`config.mk`:
```
export PLATFORM = sky130hd
export DESIGN_NAME = epd_seq
export DESIGN_NICKNAME = d
export VERILOG_FILES = /design/src/rtl/epd_seq.sv
export SDC_FILE = /design/constraint.sdc
export NUM_CORES = 1
export LEC_CHECK = 0
export ABC_AREA = 1
export BUFFER_PORTS_ARGS = -buffer_cell sky130_fd_sc_hd__buf_2
export CAP_MARGIN = 30
export CORE_MARGIN = 1
export CORE_UTILIZATION = 65
export CTS_BUF_LIST = sky130_fd_sc_hd__clkbuf_4 sky130_fd_sc_hd__clkbuf_8 sky130_fd_sc_hd__clkbuf_16
export DETAILED_ROUTE_END_ITERATION = 6
export GPL_ROUTABILITY_DRIVEN = 0
export PLACE_DENSITY = 0.95
export REMOVE_ABC_BUFFERS = 1
export SYNTH_ARGS = -nofsm -noshare
export SYNTH_HDL_FRONTEND = slang
export SYNTH_SLANG_ARGS = --single-unit
```
`constraint.sdc`:
```
create_clock -name clk -period 4.91 [get_ports clk]
set_input_delay 0.491 -clock clk [delete_from_list [all_inputs] [get_ports clk]]
set_output_delay 0.491 -clock clk [all_outputs]
set_load 0.01 [all_outputs]
```
`src/rtl/epd_seq.sv`:
```
module epd_seq #(
  parameter int CLK_HZ          = 100_000_000,
  parameter int RST_HIGH_MS     = 200,
  parameter int RST_LOW_MS      = 2,
  parameter int RST_SETTLE_MS   = 200,
  parameter int IDLE_TIMEOUT_MS = 30000,
  parameter int FB_BYTES        = 5000,
  parameter int CHUNK_BYTES     = 64,
  parameter bit FAST_EN         = 1'b1,
  localparam int FBW            = $clog2(FB_BYTES)
) (
  input  logic           clk,
  input  logic           rst_n,
  input  logic           start,
  input  logic           partial,
  input  logic           busy,
  input  logic           tx_ready,
  input  logic [7:0]     fb_data,
  output logic           tx_valid,
  output logic [7:0]     tx_byte,
  output logic           tx_dc,
  output logic           tx_cs_n,
  output logic           panel_rst_n,
  output logic [FBW-1:0] fb_addr,
  output logic           done,
  output logic           error
);
  localparam int CPM      = (CLK_HZ / 1000 < 1) ? 1 : CLK_HZ / 1000;
  localparam int LOW_CYC  = RST_LOW_MS * CPM;
  localparam int CKW      = $clog2(CHUNK_BYTES + 1);
  localparam logic [3:0] INIT_END = 4'd9;
  localparam logic [3:0] FAST_END = 4'd15;

  typedef enum logic [4:0] {
    S_IDLE, S_RHI, S_RLO, S_RSET, S_INIT, S_FWAIT, S_FAST, S_FCMD, S_FDAT,
    S_FGAP, S_WREF, S_REF, S_WOFF, S_OFF, S_WSLP, S_SLP, S_DONE, S_ERR
  } st_t;

  function automatic logic [7:0] rom_at(input logic [3:0] i);
    case (i)
      4'd0: return 8'h00;  4'd1: return 8'h02;  4'd2: return 8'h0F;
      4'd3: return 8'h29;  4'd4: return 8'h50;  4'd5: return 8'h01;
      4'd6: return 8'h37;  4'd7: return 8'h04;  4'd8: return 8'h00;
      4'd9: return 8'hE0;  4'd10: return 8'h01; 4'd11: return 8'h02;
      4'd12: return 8'hE6; 4'd13: return 8'h01; 4'd14: return 8'h5D;
      default: return 8'h00;
    endcase
  endfunction

  st_t st, st_n;
  logic [1:0] bsync;
  logic [31:0] pre, msc, tgt;
  logic [1:0] grd;
  logic [3:0] ptr;
  logic [7:0] left;
  logic dph, part_q, bi;
  logic [CKW-1:0] ck;

  wire busy_s   = bsync[1];
  wire fire     = tx_valid & tx_ready;
  wire tmo      = (msc == tgt - 32'd1) && (pre == 32'(CPM - 1));
  wire idle_ok  = !busy_s && grd == 2'd3;
  wire in_rom   = (st == S_INIT) || (st == S_FAST);
  wire rom_idle = !dph && ptr == ((st == S_FAST) ? FAST_END : INIT_END);
  wire fb_last  = fb_addr == FBW'(FB_BYTES - 1);

  always_comb
    case (st)
      S_RHI:   tgt = 32'(RST_HIGH_MS);
      S_RLO:   tgt = 32'(RST_LOW_MS);
      S_RSET:  tgt = 32'(RST_SETTLE_MS);
      default: tgt = 32'(IDLE_TIMEOUT_MS);
    endcase

  always_comb begin
    st_n = st;
    case (st)
      S_IDLE, S_DONE: if (start) st_n = S_RHI;
      S_RHI:  if (tmo) st_n = S_RLO;
      S_RLO:  if (tmo) st_n = S_RSET;
      S_RSET: if (tmo) st_n = busy_s ? S_ERR : S_INIT;
      S_INIT: if (rom_idle) st_n = (part_q && FAST_EN) ? S_FWAIT : S_FCMD;
      S_FWAIT: if (idle_ok) st_n = S_FAST; else if (tmo) st_n = S_ERR;
      S_FAST: if (rom_idle) st_n = S_FCMD;
      S_FCMD: if (fire) st_n = S_FDAT;
      S_FDAT: if (fire && fb_last) st_n = S_WREF;
              else if (fire && ck == CKW'(CHUNK_BYTES - 1)) st_n = S_FGAP;
      S_FGAP: st_n = S_FDAT;
      S_WREF: if (idle_ok) st_n = S_REF; else if (tmo) st_n = S_ERR;
      S_REF:  if (fire && bi) st_n = S_WOFF;
      S_WOFF: if (idle_ok) st_n = S_OFF; else if (tmo) st_n = S_ERR;
      S_OFF:  if (fire && bi) st_n = S_WSLP;
      S_WSLP: if (idle_ok) st_n = S_SLP; else if (tmo) st_n = S_ERR;
      S_SLP:  if (fire && bi) st_n = S_DONE;
      default: st_n = st;
    endcase
  end

  always_ff @(posedge clk or negedge rst_n)
    if (!rst_n) begin
      st <= S_IDLE; bsync <= '0; pre <= '0; msc <= '0; grd <= '0;
      ptr <= '0; left <= '0; dph <= 1'b0; part_q <= 1'b0; bi <= 1'b0;
      ck <= '0; fb_addr <= '0;
    end else begin
      st    <= st_n;
      bsync <= {bsync[0], busy};
      if (st_n != st) begin
        pre <= '0; msc <= '0; grd <= '0;
      end else begin
        grd <= (grd == 2'd3) ? grd : grd + 2'd1;
        if (pre == 32'(CPM - 1)) begin pre <= '0; msc <= msc + 32'd1; end
        else pre <= pre + 32'd1;
      end
      if ((st == S_IDLE || st == S_DONE) && start) begin
        part_q <= partial; ptr <= '0; dph <= 1'b0; bi <= 1'b0;
      end
      if (in_rom && fire) begin
        if (!dph) begin
          left <= rom_at(ptr + 4'd1);
          dph  <= rom_at(ptr + 4'd1) != 8'h00;
          ptr  <= ptr + 4'd2;
        end else begin
          ptr  <= ptr + 4'd1;
          left <= left - 8'd1;
          if (left == 8'd1) dph <= 1'b0;
        end
      end
      if (st == S_FCMD && fire) begin fb_addr <= '0; ck <= '0; end
      if (st == S_FDAT && fire) begin
        fb_addr <= fb_addr + 1'b1;
        ck <= (ck == CKW'(CHUNK_BYTES - 1)) ? '0 : ck + 1'b1;
      end
      if ((st == S_REF || st == S_OFF || st == S_SLP) && fire) bi <= ~bi;
    end

  always_comb begin
    tx_valid = 1'b0; tx_byte = 8'h00; tx_dc = 1'b0;
    case (st)
      S_INIT, S_FAST: begin tx_valid = !rom_idle; tx_byte = rom_at(ptr); tx_dc = dph; end
      S_FCMD: begin tx_valid = 1'b1; tx_byte = 8'h10; end
      S_FDAT: begin tx_valid = 1'b1; tx_byte = fb_data; tx_dc = 1'b1; end
      S_REF:  begin tx_valid = 1'b1; tx_byte = bi ? 8'h00 : 8'h12; tx_dc = bi; end
      S_OFF:  begin tx_valid = 1'b1; tx_byte = bi ? 8'h00 : 8'h02; tx_dc = bi; end
      S_SLP:  begin tx_valid = 1'b1; tx_byte = bi ? 8'hA5 : 8'h07; tx_dc = bi; end
      default: ;
    endcase
  end

  assign tx_cs_n     = !(in_rom || st == S_FCMD || st == S_FDAT ||
                         st == S_REF || st == S_OFF || st == S_SLP);
  assign panel_rst_n = st != S_RLO;
  assign done        = st == S_DONE;
  assign error       = st == S_ERR;

  logic [31:0] lo_run;
  always_ff @(posedge clk or negedge rst_n)
    if (!rst_n) lo_run <= '0;
    else lo_run <= panel_rst_n ? '0 : lo_run + 32'd1;

  a_r2_low_bounded: assert property (@(posedge clk) disable iff (!rst_n)
    !panel_rst_n |-> lo_run < 32'(LOW_CYC));
  a_r2_low_exact: assert property (@(posedge clk) disable iff (!rst_n)
    $rose(panel_rst_n) |-> lo_run == 32'(LOW_CYC));
  a_r3_error_sticky: assert property (@(posedge clk) disable iff (!rst_n)
    error |=> error && !tx_valid);
  a_r10_hold: assert property (@(posedge clk) disable iff (!rst_n)
    tx_valid && !tx_ready |=> tx_valid && $stable(tx_byte) && $stable(tx_dc));
  a_r7_refresh_idle: assert property (@(posedge clk) disable iff (!rst_n)
    tx_valid && !tx_dc && tx_byte == 8'h12 && !$past(tx_valid) |-> !$past(busy, 3));
  a_r6_cs_frames: assert property (@(posedge clk) disable iff (!rst_n)
    tx_cs_n |-> !tx_valid);
  a_r9_exclusive: assert property (@(posedge clk) disable iff (!rst_n)
    !(done && error));
endmodule

```
==> impl_metrics.tcl <==
set metrics [dict create \
    status "complete, no violations" \
    r2r_slack_ns 1.38 \
    die_area_sq_mm 0.01158 \
    path_cells "inv_1, nor2_1, nand3_1, ha_1, inv_1, nand4_1, nor2_1, nor2_1, nor2_1, nand2_2, nand4_1, nand2_1, nor2_1, nand2_1, nand3_1, nand2_1, nor2_2, nand2_2, buf_12, nor2_1" \
    netlist_area_sq_mm 0.007251 \
    critPathBufInv 3 \
    intPower_mw 1.106 \
    yosys_warnings 0 \
    synth-edff-count 0 \
    synth_area_leaders "dfrtp_1 (37%), nand2_1 (10%), nor2_1 (6.8%), inv_1 (6.3%), nand3_1 (5.6%)" \
    cts.reportedPaths.clkPinSlew_ns 0.10 \
    start_util_pct 66.89 \
    hold_violations 0 \
    vias_per_cell 5.719 \
    synth-main-ff-cell "dfrtp_1" \
    switchingPower_mw 0.3045 \
    fin_skew_ns 0.01251 \
    rsz0062_at_grt "no" \
    synth_seq_area_share_pct 37.27 \
    synth.largest_area_cell "dfrtp_1" \
    root_buffer "clkbuf_8" \
    drt-total-wl_mm 15.30 \
    antenna_found_initial 0 \
    synth.distinct_cells 50 \
    ctsLongestPathBuffers 2 \
    stdcell_count 1162 \
    relSlewSlack_pct 35.23 \
    dp.final_hpwl_mm 11.36 \
    grt_pass1_vias 6047 \
    insertedDiodeCount 0 \
    p_sw_share_pct 21.58 \
    critPathLaunchType "register" \
    num_rows 38 \
    clkPwrFrac_pct 35.2 \
    grt_use_total_pct 28.30 \
    cp_slowest_stage_delay_ns 0.56 \
    port_buffers 40 \
    cts_resized 0 \
    r2r-start "st[1]$_DFF_PN0_" \
    power.share.sequential_pct 63.1 \
    cts.sinks 108 \
    antenna_left 0 \
    ios 41 \
    crit_arrival_ns 3.84 \
    avgSynthCellArea_sq_um 7.346 \
    worstSkewPairLatency_ns 0.39 \
    comb_power_share_pct 1.7 \
    cts_made_buffers 9 \
    vdd_drop_max_mv 0.2021 \
    async_reset_ff_share_pct 100.0 \
    drive_above_1_share_pct 12.23 \
    grt_pass1_wl_mm 26.23 \
    synth_seq_cells 108 \
    fmax_ghz 0.2831 \
    path_class "register to register" \
    cts_tree "yes" \
    wl_per_cell_microns 13.17 \
    worst_slew_pin_slew_ns 0.9680 \
    drt_iter0_markers 623 \
    nNetsFinal 1053 \
    die_w_microns 107.6 \
    vias 6646 \
    drc 0 \
    path_common_cell "nor2_1" \
    cap_violations 0 \
    path_delay_family "simple AND/OR/NAND/NOR gates" \
    grt_start_max_net_pins 67 \
    drt_pass1_iterations 5 \
    synth_top_cell_area_share_pct 37.27 \
    globalRoute.totalOverflow 0 \
    hold_path_class "input port to asynchronous set/reset pin" \
    placed_cells 1148 \
    reg2reg_to "pre[17]$_DFF_PN0_" \
    fin_setup_tns_ns 0 \
    setup_viol 0 \
    final.period_utilization_pct 71.94 \
    htree_levels 3 \
    post_cts_buffers 0 \
    cp-end-kind "register" \
    reg2reg_depth 20 \
    coreArea_sq_mm 0.01084 \
    critical_path.slowest_cell "dfrtp_1" \
    p_total_mw 1.411 \
    synth_cells 987 \
    crit_fanout 66 \
    syn2layout_area_growth_pct 5.729 \
    drv_slew 0 \
    cp.required_ns 5.22 \
    p_per_area_mw_per_mm2 184.0 \
    leakage_nw 3.613 \
    die-height_microns 107.6 \
    min_period_ns 3.532 \
    cts_hold_buf 0 \
]
## worst register-to-register path, delay by kind of cell (launching register included)
| kind | cells | cell delay, ns |
|---|---|---|
| buf+inv | 3 | 0.46 |
| flops | 1 | 0.56 |
| simple gates | 16 | 2.16 |
| fa+ha+maj | 1 | 0.29 |
## layout make-up
class	instances	area, sq um
clock inverter	1	8.758
tap	140	175.2
clock buffer	13	160.2
inverter	128	480.5
timing repair buffer	42	230.2
fill	878	3174
sequential	108	2703
multi-input combinational	730	3909
## per-stage QoR
step | hold WS, ns | setup WS, ns | instance area (sq um) | utilization, %
after global routing | 0.1791 | 1.024 | 7666 | 70.72
after CTS | 0.1921 | 1.509 | 7666 | 70.72
after floorplan | 0.1954 | 0.7163 | 7089 | -
final | 0.1535 | 1.378 | 7666 | 70.72
after global placement | 0.3364 | 1.702 | 7497 | 69.16
after detailed placement | 0.3371 | 1.529 | 7497 | 69.16
## state kept, by name (all words and copies together) (netlist names)
| name | count |
|---|---|
| part_q | 1 |
| ck | 7 |
| grd | 2 |
| st | 5 |
| bi | 1 |
| pre | 32 |
| fb_addr | 13 |
| msc | 32 |
| bsync | 2 |
| dph | 1 |
| left | 8 |
| ptr | 4 |
## synth_stat cells, types with 2 or more instances
library cell and n:
nand2_2 5, nor3_1 31, o21bai_1 2, o31ai_1 3, nor4_1 13, inv_1 122, o21ai_0 46, dfrtp_1 108
clkbuf_1 8, a21boi_0 2, buf_2 6, buf_12 3, o32ai_1 3, buf_4 2, a31oi_1 2, xnor2_1 13
o311ai_0 2, o22ai_1 14, nand3_2 2, nand3b_1 2, ha_1 20, o211ai_1 9, o221ai_1 2, nand2_1 196
or2_2 4, mux2i_1 2, nor2_1 132, nor2_4 4, a21oi_1 14, xor2_1 45, nor2_2 43, nand3_1 81
nand4_1 23, inv_2 6, and3_1 2
## how the worst max path moves through the flow
stage                          startpoint                   to  slack [ns]  cells past startpoint
after floorplan           st[1]$_DFF_PN0_   grd[0]$_DFFE_PN0P_        0.72                     20
after global placement    st[1]$_DFF_PN0_  msc[23]$_DFFE_PN0P_        1.70                     21
after CTS                 st[1]$_DFF_PN0_  msc[21]$_DFFE_PN0P_        1.51                     21
after global routing      st[1]$_DFF_PN0_    pre[17]$_DFF_PN0_        1.02                     21
after detailed placement  st[1]$_DFF_PN0_   msc[6]$_DFFE_PN0P_        1.53                     21
final                     st[1]$_DFF_PN0_    pre[17]$_DFF_PN0_        1.38                     20
## power by group through the flow
stage / registers [mW] / clock network [mW] / logic (mW)
CTS: 0.890 / 0.513 / 0.0256
detailed placement: 0.908 / 0 / 0.0256
finish: 0.890 / 0.497 / 0.0243
global route: 0.890 / 0.552 / 0.0288
floorplan: 0.908 / 0 / 0.000859
global placement: 0.908 / 0 / 0.0252
## cells by family after synthesis
logic type      count (synthesis)  synth area share (%)
xor+xnor                       58                 7.006
compound gates                107                 8.921
fa+ha+maj                      20                 3.451
simple gates                  542                 34.06
flops                         108                 37.27
buf+inv                       149                 8.852
mux                             3                0.4314
## layout by cell type (no fill, tap or decap), types with 4 or more instances in the layout
cell type,Yosys,final
o21ai_0,46,46
ha_1,20,20
nor4_1,13,13
clkbuf_8,0,10
o211ai_1,9,9
xor2_1,45,45
nand4_1,23,23
nand2_2,5,6
nor3_1,31,31
inv_2,6,6
or2_2,4,4
inv_1,122,122
dfrtp_1,108,108
buf_2,6,39
nor2_4,4,4
nor2_2,43,43
nand2_1,196,195
nand3_1,81,81
nor2_1,132,132
xnor2_1,13,13
o22ai_1,14,14
a21oi_1,14,14
## layer usage
layer	wire length, microns	share of wire [%]	vias up	global-route usage, %
met2	7192	47	248	46.70
met3	895	5.8	32	6.235
met4	277	1.8	0	9.687
met5	0	0	-	0
li1	-	-	3282	-
met1	6935	45	3084	36.68
(Power assumes the default switching activity.)
